`src/rtl/t1ei_pkg.sv`:
```
// Shared constants for the T1 transmit error injector.
// Request indices double as control word bit positions.
package t1ei_pkg;
    localparam int CTL_W   = 8;
    localparam int NREQ    = 5;
    localparam int REQ_BPV = 0;
    localparam int REQ_CRC = 1;
    localparam int REQ_FT  = 2;
    localparam int REQ_FS  = 3;
    localparam int REQ_PAY = 4;
    localparam int CTL_LOS = 5;
    typedef logic [NREQ-1:0] req_vec_t;
endpackage

```
`src/rtl/t1ei_ctl_reg.sv`:
```
// Control word register with 0-to-1 transition detection.
// Assumes a write lasts one cycle; rise_o is valid only in that cycle.
module t1ei_ctl_reg #(
    parameter int W = 8
) (
    input  logic         clk,
    input  logic         rst_n,
    input  logic         we_i,
    input  logic [W-1:0] wdata_i,
    output logic [W-1:0] ctl_o,
    output logic [W-1:0] rise_o
);
    logic [W-1:0] ctl_q;

    // Bits that go from 0 to 1 on this write
    always_comb begin
        rise_o = we_i ? (wdata_i & ~ctl_q) : '0;
    end

    // Hold the last written control word
    always_ff @(posedge clk) begin
        if (!rst_n)    ctl_q <= '0;
        else if (we_i) ctl_q <= wdata_i;
    end

    assign ctl_o = ctl_q;

    AST_CTL_HOLD: assert property (@(posedge clk) disable iff (!rst_n)
        !we_i |=> $stable(ctl_q));
endmodule

```
`src/rtl/t1ei_arm_cell.sv`:
```
// One pending-request flag: set by arm, cleared by hit (error applied)
// or by kill (request no longer valid in the current mode).
// Assumes kill and arm are never both high in one cycle.
module t1ei_arm_cell (
    input  logic clk,
    input  logic rst_n,
    input  logic arm_i,
    input  logic hit_i,
    input  logic kill_i,
    output logic pend_o
);
    logic pend_q;

    // Track whether an error of this kind is still owed
    always_ff @(posedge clk) begin
        if (!rst_n)      pend_q <= 1'b0;
        else if (kill_i) pend_q <= 1'b0;
        else             pend_q <= arm_i | (pend_q & ~hit_i);
    end

    assign pend_o = pend_q;

    AST_ARM_ON_EDGE: assert property (@(posedge clk) disable iff (!rst_n)
        $rose(pend_q) |-> $past(arm_i));
    AST_ONE_SHOT: assert property (@(posedge clk) disable iff (!rst_n)
        (hit_i && !arm_i) |=> !pend_q);
endmodule

```
`src/rtl/t1ei_target.sv`:
```
// Works out which requests arm, which are dropped by mode, and which
// hit their bit position this cycle. Assumes at most one position strobe
// per bit; strobes are ignored unless bit_vld is high.
module t1ei_target
    import t1ei_pkg::*;
(
    input  req_vec_t rise_i,
    input  req_vec_t pend_i,
    input  logic     esf_i,
    input  logic     los_i,
    input  logic     bit_vld_i,
    input  logic     bit_in_i,
    input  logic     fbit_stb_i,
    input  logic     sbit_stb_i,
    input  logic     crc_stb_i,
    input  logic     pay_stb_i,
    output req_vec_t arm_o,
    output req_vec_t kill_o,
    output req_vec_t hit_o,
    output logic     flip_o
);
    logic live;

    // Mode gating of new requests
    always_comb begin
        arm_o          = rise_i;
        arm_o[REQ_CRC] = rise_i[REQ_CRC] & esf_i;
        arm_o[REQ_FS]  = rise_i[REQ_FS] & ~esf_i;
    end

    // Drop pending framing requests that no longer fit the mode
    always_comb begin
        kill_o          = '0;
        kill_o[REQ_CRC] = ~esf_i;
        kill_o[REQ_FS]  = esf_i;
    end

    // Match pending requests to the bit now passing
    always_comb begin
        live           = bit_vld_i & ~los_i;
        hit_o          = '0;
        hit_o[REQ_BPV] = pend_i[REQ_BPV] & live & bit_in_i;
        hit_o[REQ_CRC] = pend_i[REQ_CRC] & live & crc_stb_i & esf_i;
        hit_o[REQ_FT]  = pend_i[REQ_FT]  & live & fbit_stb_i;
        hit_o[REQ_FS]  = pend_i[REQ_FS]  & live & sbit_stb_i & ~esf_i;
        hit_o[REQ_PAY] = pend_i[REQ_PAY] & live & pay_stb_i;
        flip_o = hit_o[REQ_CRC] | hit_o[REQ_FT] | hit_o[REQ_FS] | hit_o[REQ_PAY];
    end
endmodule

```
`src/rtl/t1ei_out_stage.sv`:
```
// Applies the inversion, the violation flag and loss-of-signal forcing.
// OUT_PIPE = 1 registers the outputs (one cycle latency); 0 is combinational.
module t1ei_out_stage #(
    parameter bit OUT_PIPE = 1'b1
) (
    input  logic clk,
    input  logic rst_n,
    input  logic vld_i,
    input  logic bit_i,
    input  logic flip_i,
    input  logic bpv_i,
    input  logic los_i,
    output logic vld_o,
    output logic bit_o,
    output logic bpv_o,
    output logic zcs_off_o
);
    logic n_vld, n_bit, n_bpv, n_zcs;

    // Next output values, with loss of signal taking precedence
    always_comb begin
        n_vld = vld_i;
        n_bit = vld_i & ~los_i & (bit_i ^ flip_i);
        n_bpv = vld_i & ~los_i & bpv_i;
        n_zcs = vld_i & los_i;
    end

    generate
        if (OUT_PIPE) begin : g_reg
            logic r_vld, r_bit, r_bpv, r_zcs;
            // Register the outputs toward the line coder
            always_ff @(posedge clk) begin
                if (!rst_n) begin
                    r_vld <= 1'b0; r_bit <= 1'b0; r_bpv <= 1'b0; r_zcs <= 1'b0;
                end else begin
                    r_vld <= n_vld; r_bit <= n_bit; r_bpv <= n_bpv; r_zcs <= n_zcs;
                end
            end
            assign vld_o = r_vld;
            assign bit_o = r_bit;
            assign bpv_o = r_bpv;
            assign zcs_off_o = r_zcs;

            AST_LOS_QUIET: assert property (@(posedge clk) disable iff (!rst_n)
                (vld_i && los_i) |=> (vld_o && !bit_o && !bpv_o && zcs_off_o));
            AST_ONE_LATENCY: assert property (@(posedge clk) disable iff (!rst_n)
                vld_i |=> vld_o);
        end else begin : g_comb
            logic unused_clk;
            assign unused_clk = clk ^ rst_n;
            assign vld_o = n_vld;
            assign bit_o = n_bit;
            assign bpv_o = n_bpv;
            assign zcs_off_o = n_zcs;
        end
    endgenerate
endmodule

```
`src/rtl/t1_err_inject.sv`:
```
// Top of the T1 transmit error injector. Assumes framer strobes arrive in
// the same cycle as the bit they mark, and that control writes last one cycle.
module t1_err_inject
    import t1ei_pkg::*;
#(
    parameter int CTL_BITS = CTL_W,
    parameter bit OUT_PIPE = 1'b1
) (
    input  logic                clk,
    input  logic                rst_n,
    input  logic                cfg_we,
    input  logic [CTL_BITS-1:0] cfg_wdata,
    input  logic                esf_mode,
    input  logic                bit_vld,
    input  logic                bit_in,
    input  logic                fbit_stb,
    input  logic                sbit_stb,
    input  logic                crc_stb,
    input  logic                pay_stb,
    output logic                out_vld,
    output logic                out_bit,
    output logic                out_bpv,
    output logic                out_zcs_off
);
    localparam int HI_W = CTL_BITS - CTL_LOS - 1;

    logic [CTL_BITS-1:0] ctl, rise;
    req_vec_t arm, kill, hit, pend;
    logic flip;
    logic unused_hi;

    t1ei_ctl_reg #(.W(CTL_BITS)) ctl_i (
        .clk(clk), .rst_n(rst_n), .we_i(cfg_we), .wdata_i(cfg_wdata),
        .ctl_o(ctl), .rise_o(rise)
    );

    // Spare control bits carry no function
    assign unused_hi = ^{ctl[CTL_BITS-1 -: HI_W], rise[CTL_BITS-1 -: HI_W + 1]};

    t1ei_target tgt_i (
        .rise_i(rise[NREQ-1:0]), .pend_i(pend), .esf_i(esf_mode),
        .los_i(ctl[CTL_LOS]), .bit_vld_i(bit_vld), .bit_in_i(bit_in),
        .fbit_stb_i(fbit_stb), .sbit_stb_i(sbit_stb), .crc_stb_i(crc_stb),
        .pay_stb_i(pay_stb), .arm_o(arm), .kill_o(kill), .hit_o(hit),
        .flip_o(flip)
    );

    generate
        for (genvar g = 0; g < NREQ; g++) begin : g_cell
            t1ei_arm_cell cell_i (
                .clk(clk), .rst_n(rst_n), .arm_i(arm[g]), .hit_i(hit[g]),
                .kill_i(kill[g]), .pend_o(pend[g])
            );
        end
    endgenerate

    t1ei_out_stage #(.OUT_PIPE(OUT_PIPE)) out_i (
        .clk(clk), .rst_n(rst_n), .vld_i(bit_vld), .bit_i(bit_in),
        .flip_i(flip), .bpv_i(hit[REQ_BPV]), .los_i(ctl[CTL_LOS]),
        .vld_o(out_vld), .bit_o(out_bit), .bpv_o(out_bpv),
        .zcs_off_o(out_zcs_off)
    );

    AST_CRC_ESF_ONLY: assert property (@(posedge clk) disable iff (!rst_n)
        !esf_mode |=> !pend[REQ_CRC]);
    AST_FS_D4_ONLY: assert property (@(posedge clk) disable iff (!rst_n)
        esf_mode |=> !pend[REQ_FS]);
    AST_FT_USED: assert property (@(posedge clk) disable iff (!rst_n)
        (pend[REQ_FT] && bit_vld && fbit_stb && !ctl[CTL_LOS] && !arm[REQ_FT])
        |=> !pend[REQ_FT]);
    AST_PAY_USED: assert property (@(posedge clk) disable iff (!rst_n)
        (pend[REQ_PAY] && bit_vld && pay_stb && !ctl[CTL_LOS] && !arm[REQ_PAY])
        |=> !pend[REQ_PAY]);
endmodule

```
`config.mk`:
```
export PLATFORM = sky130hd
export DESIGN_NAME = t1_err_inject
export DESIGN_NICKNAME = d
export VERILOG_FILES = /design/src/rtl/t1ei_pkg.sv /design/src/rtl/t1ei_ctl_reg.sv /design/src/rtl/t1ei_arm_cell.sv /design/src/rtl/t1ei_target.sv /design/src/rtl/t1ei_out_stage.sv /design/src/rtl/t1_err_inject.sv
export SDC_FILE = /design/constraint.sdc
export NUM_CORES = 1
export LEC_CHECK = 0
export BUFFER_PORTS_ARGS = -buffer_cell sky130_fd_sc_hd__buf_4
export CAP_MARGIN = 20
export CELL_PAD_IN_SITES_DETAIL_PLACEMENT = 2
export CELL_PAD_IN_SITES_GLOBAL_PLACEMENT = 2
export CORE_MARGIN = 8
export CORE_UTILIZATION = 28
export DETAILED_ROUTE_END_ITERATION = 8
export PLACE_DENSITY = 0.88
export SYNTH_ARGS = -nofsm -noshare
export SYNTH_HDL_FRONTEND = slang
export SYNTH_SLANG_ARGS = --single-unit
```
`constraint.sdc`:
```
create_clock -name clk -period 2 [get_ports clk]
set_input_delay 0.4 -clock clk [delete_from_list [all_inputs] [get_ports clk]]
set_output_delay 0.4 -clock clk [all_outputs]
set_load 0.03 [all_outputs]
```
==> results of run 1 <==
-- registers in the layout, summed over array words and instances (netlist names) --
signal / flops
out_i.zcs_off_o: 1
ctl_i.ctl_o: 6
g_cell.cell_i.pend_o: 5
out_i.vld_o: 1
out_i.bit_o: 1
out_i.bpv_o: 1
-- routing by layer --
metal / GRT usage, % / up-vias
met5: 0 / -
met4: 6.82 / 0
met3: 3.50 / 5
met2: 14.7 / 12
met1: 10.8 / 246
li1: - / 254
-- cell type report --
type | instances | area [um^2]
Multi-Input combinational cell | 39 | 259
Sequential cell | 15 | 300
Clock buffer | 4 | 26.3
Timing Repair Buffer | 19 | 143
Fill cell | 213 | 1200
Inverter | 6 | 22.5
Tap cell | 27 | 33.8
-- report_power, final --
part           switching [uW]  total [uW]  internal [uW]
clock network            93.7         171           77.5
registers                6.97         321            314
logic                    41.1        83.7           42.6
-- final timing paths --
| kind | start | to | cells past startpoint |
|---|---|---|---|
| max reg2reg | ctl_i.ctl_o[5]$_SDFFE_PN0P_ | g_cell[0].cell_i.pend_o$_SDFF_PN0_ | 3 |
| min | esf_mode | g_cell[3].cell_i.pend_o$_SDFF_PP0_ | 2 |
| max | out_i.vld_o$_SDFF_PN0_ | out_vld | 1 |
| min reg2reg | g_cell[0].cell_i.pend_o$_SDFF_PN0_ | out_i.bpv_o$_SDFF_PN0_ | 2 |
-- cell families after synthesis --
family | count (synthesis) | share of synthesized area [%]
compound gates | 12 | 12.0
buf+inv | 8 | 5.89
flops | 15 | 50.5
mux | 6 | 10.1
simple gates | 21 | 21.5
-- cells in the final DEF, fill, tap and decap left out --
cell | synthesis | final
nor3_1 | 1 | 1
nand4_1 | 1 | 1
buf_4 | 1 | 19
a211oi_1 | 1 | 1
inv_1 | 6 | 6
nand2b_2 | 1 | 1
clkbuf_4 | 0 | 3
dfxtp_1 | 15 | 15
a21oi_1 | 4 | 4
nor4b_2 | 1 | 1
nor2_1 | 6 | 6
o21ai_0 | 5 | 5
a31oi_1 | 1 | 1
mux2i_1 | 6 | 6
nand3b_1 | 6 | 6
a22oi_2 | 1 | 1
clkbuf_1 | 0 | 1
nand3_1 | 1 | 1
and3_1 | 1 | 1
and2_1 | 1 | 1
nand2_1 | 2 | 2
-- per-stage QoR --
step / total power [uW] / cells
finish: 576 / 110
detailed placement: 413 / 106
global placement: 407 / 106
floorplan: 371 / 62
CTS: 587 / 110
global route: 608 / 110
==> flow_summary.ini, run 1 <==
[clocking]
post_cts_buffers = 0
cts.sinks = 15
cts_resized = 0
clockBufferDepth = 2
cts-root-buf = clkbuf_4
cts_tree = built
htree_levels = 1
cts_buffers = 3
clk_pin_slew_worst_paths_ps = 90
cts_hold_buf = 0
clock_latency_ps = 280

[placed_design]
place_area_um2 = 758
dpl.hpwl_um = 1250
io_buffers = 19
gp_congestion = 0.622
preCtsSetupSlack_ps = 872

[finish]
diodes = 0
area_growth_pct = 32.0
final_util_pct = 39.6
layout-drive-gt1-share_pct = 30.1
finalNetCount = 102
stdcell_area_um2 = 785

[floorplan]
die_y_um = 62.1
fp-row-count = 16
coreArea_um2 = 1980
die_x_um = 62.1
dieArea_um2 = 3850
io_pins = 22
initial_core_util_pct = 30.0

[run_status]
outcome = finished, final reports clean

[setup_path]
critPathRequiredTime_ps = 1600
cp-start-kind = flop
rrSetupSlack_ps = 1010
crit_path_top_delay_cell = dfxtp_1
crit_family = flip-flops
cp_cell_sequence = buf_4
path_class = reg2out
critPathArrivalTime_ps = 750
end_kind = primary output
cpPeakStageDelay_ps = 320
path_buf_inv = 1
crit_fanout = 1

[sta]
grt_setup_unrepaired = false
min_period_ps = 1150
hold_slack_ps = 302
slew_headroom_pct = 73.8
setup_ws_ps = 847
setup_viol = 0
tns_ps = 0
fmax_ghz = 0.867
finalCritPeriodShare_pct = 57.6
slew_viol_final = 0
tightest_slew_ps = 393
finalHoldViolCount = 0
worst_clock_skew_ps = 2.62

[logic_synthesis]
synth_top_area_share_pct = 50.5
avgSynthCellArea_um2 = 9.59
post-synth-top-count-cell = dfxtp_1
ys.flop_type = dfxtp_1
synth_area_leaders = dfxtp_1 (51%), mux2i_1 (10%), nand3b_1 (7.6%)
synth_area_um2 = 594
yosysWarningCount = 0
synth_common_cells = dfxtp_1 (15), inv_1 (6), mux2i_1 (6), nand3b_1 (6), nor2_1 (6)
synth_edf_count = 0
synthCells = 62
ys_seq_area_share_pct = 50.5
synth_seq_cells = 15
async_flop_share_pct = 0
yosys.area.top_type = dfxtp_1
syn_nets = 80
ys_types = 20

[routing]
drtAntennaViolNets = 0
drc = 0
via_per_inst = 4.70
routed-via-count = 517
first_iter_violations = 9
met2_length_um = 764
wl_met1_um = 678
wl_met3_um = 56
wl_per_cell_um = 14.1
dr.pass1.iters = 3
wl_um = 1550
top_layer = met4

[global_route]
grt_max_degree = 13
grt_overflow = 0
grt_first_pass_wirelength_um = 2640
antenna_found_initial = 0
grt_usage_pct = 9.62
first_global_vias = 555

[worst_hold_path]
hp-class = in2reg

[pwr]
ir_drop_mv = 0.450
power.leakage_uw = 0.000353
p_per_area_nw_per_um2 = 734

[run]
max-cap-violations = 0
No activity file was read; power rests on OpenSTA's default activity.
==> run 2: changes to the inputs <==
--- a/config.mk
+++ b/config.mk
@@ -10,9 +10,9 @@
 export CELL_PAD_IN_SITES_DETAIL_PLACEMENT = 2
 export CELL_PAD_IN_SITES_GLOBAL_PLACEMENT = 2
 export CORE_MARGIN = 8
-export CORE_UTILIZATION = 28
+export CORE_UTILIZATION = 26
 export DETAILED_ROUTE_END_ITERATION = 8
-export PLACE_DENSITY = 0.88
+export PLACE_DENSITY = 0.83
 export SYNTH_ARGS = -nofsm -noshare
 export SYNTH_HDL_FRONTEND = slang
 export SYNTH_SLANG_ARGS = --single-unit
==> constraint.sdc (replaced) <==
create_clock -name clk -period 1.2 [get_ports clk]
set_input_delay 0.24 -clock clk [delete_from_list [all_inputs] [get_ports clk]]
set_output_delay 0.24 -clock clk [all_outputs]
set_load 0.03 [all_outputs]
==> run 2 against run 1 <==
Against the previous run: final cell count increased by 0.91%; core utilization down 3.7 points; sequential power grew 66%; combinational power rose by 66%; critical path type unchanged.
==> flow_summary.ini, run 2 (synthesis results as in run 1) <==
[global_route]
met2_usage_pct = 13.2
use_met3_pct = 2.61
gr-max-usage-layer = met2
first_global_vias = 567
grtUsageMet1_pct = 7.87
grt_usage_pct = 7.71
grt_overflow = 0
grt_first_pass_wirelength_um = 2510
grt_max_degree = 13
antenna_found_initial = 0

[sta]
setup_viol = 0
min_period_ps = 990
finalCritPeriodShare_pct = 82.5
tns_ps = 0
slew_headroom_pct = 73.7
tightest_slew_ps = 394
slew_viol_final = 0
setup_ws_ps = 210
grt_setup_unrepaired = false
worst_clock_skew_ps = 2.09
fmax_ghz = 1.01
finalHoldViolCount = 0

[clocking]
cts_hold_buf = 0
cts_tree = built
clockBufferDepth = 2
htree_levels = 1
cts_buffers = 3
cts-root-buf = clkbuf_4
cts.sinks = 15
clock_latency_ps = 280
cts_resized = 0
clk_pin_slew_worst_paths_ps = 80
post_cts_buffers = 0

[setup_path]
worstRegToRegCells = 3
crit_family = flip-flops
timing.rr.end = g_cell[2].cell_i.pend_o$_SDFF_PN0_
rrSetupSlack_ps = 250
path_buf_inv = 1
end_kind = primary output
path_class = reg2out
cp-start-kind = flop
crit_fanout = 1
cp_cell_sequence = buf_4
critPathRequiredTime_ps = 960
cpPeakStageDelay_ps = 320
crit_path_top_delay_cell = dfxtp_1
critPathArrivalTime_ps = 750
regToRegStartpoint = ctl_i.ctl_o[5]$_SDFFE_PN0P_

[worst_hold_path]
min_path_cells = 2
hp-class = in2reg
min_to = g_cell[3].cell_i.pend_o$_SDFF_PP0_
hp-start = esf_mode

[floorplan]
coreArea_um2 = 2190
io_pins = 22
die_x_um = 63.8
dieArea_um2 = 4070
initial_core_util_pct = 27.1
die_y_um = 63.8
fp-row-count = 17

[placed_design]
dpl.hpwl_um = 1220
gp_congestion = 0.663
io_buffers = 19
preCtsSetupSlack_ps = 202

[pwr]
p_comb_share_pct = 14.6
intPower_uw = 723
power.share.clock_pct = 29.3
ir_drop_mv = 0.477
p_per_area_nw_per_um2 = 1210
share_seq_of_total_power_pct = 56.1
power_uw = 951
power_switching_uw = 228
power.leakage_uw = 0.000353
p_sw_share_pct = 24.0

[finish]
layout-drive-gt1-share_pct = 30.1
diodes = 0
final_util_pct = 35.9
finalNetCount = 102
final_cell_mix = buf_4 (19), dfxtp_1 (15)
final_common_cell = buf_4
largest_register_ffs = 6
area_growth_pct = 32.2
fillCellCount = 252
seq_area_um2 = 300
multi_input_area_um2 = 259

[routing]
routed-via-count = 512
drc = 0
wl_per_cell_um = 13.4
first_iter_violations = 8
via_per_inst = 4.61
drtAntennaViolNets = 0
dr.pass1.iters = 4
wl_um = 1480

[run]
max-cap-violations = 0

[run_status]
outcome = finished, final reports clean
run 2: cell counts in the layout (fill, tap and decap cells not counted):
Identical to the previous run, type by type.
run 2: area by class of cell:
cell class / count / area share (%)
Tap cell: 28 / 4.46
Timing Repair Buffer: 19 / 18.2
Multi-Input combinational cell: 39 / 33.0
Clock buffer: 4 / 3.34
Inverter: 6 / 2.87
Sequential cell: 15 / 38.2
run 2: layer usage:
metal  up-vias  part of all wire [%]  wire length, um
met5         -                     0                0
met4         0                   2.7               40
met3         4                   5.7               85
met2        15                    49              731
met1       240                    42              627
li1        253                     -                -
run 2: power groups by stage:
| stage | clock [uW] | sequential [uW] | combinational, uW |
|---|---|---|---|
| 2_1_floorplan | 0 | 553 | 65.1 |
| 3_3_place_gp | 0 | 544 | 135 |
| 3_5_place_dp | 0 | 546 | 142 |
| 4_1_cts | 295 | 535 | 143 |
| 5_1_grt | 320 | 538 | 153 |
| 6_report | 278 | 534 | 139 |
run 2: worst max path at each step:
stage | start | endpoint | slack (ps) | cells past startpoint
6_report | out_i.bit_o$_SDFF_PN0_ | out_bit | 210 | 1
2_1_floorplan | ctl_i.ctl_o[5]$_SDFFE_PN0P_ | g_cell[3].cell_i.pend_o$_SDFF_PP0_ | 360 | 3
3_3_place_gp | fbit_stb | out_i.bit_o$_SDFF_PN0_ | 230 | 4
5_1_grt | out_i.vld_o$_SDFF_PN0_ | out_vld | 160 | 1
3_5_place_dp | fbit_stb | out_i.bit_o$_SDFF_PN0_ | 200 | 4
4_1_cts | out_i.bit_o$_SDFF_PN0_ | out_bit | 190 | 1
run 2: worst reg2reg max path: cells and delay by family (launching register included):
family / cells / cell delay, ps
and+or+nand+nor: 1 / 240
AOI/OAI and AO/OA: 2 / 270
DFF: 1 / 320
run 2: per-stage QoR:
| step | hold slack (ps) | std cells | area, um^2 |
|---|---|---|---|
| final | 146 | 111 | 786 |
| after CTS | 135 | 111 | 786 |
| after global routing | 141 | 111 | 786 |
| after detailed placement | 442 | 107 | 759 |
| after global placement | 431 | 107 | 759 |
| after floorplan | 318 | 62 | 594 |
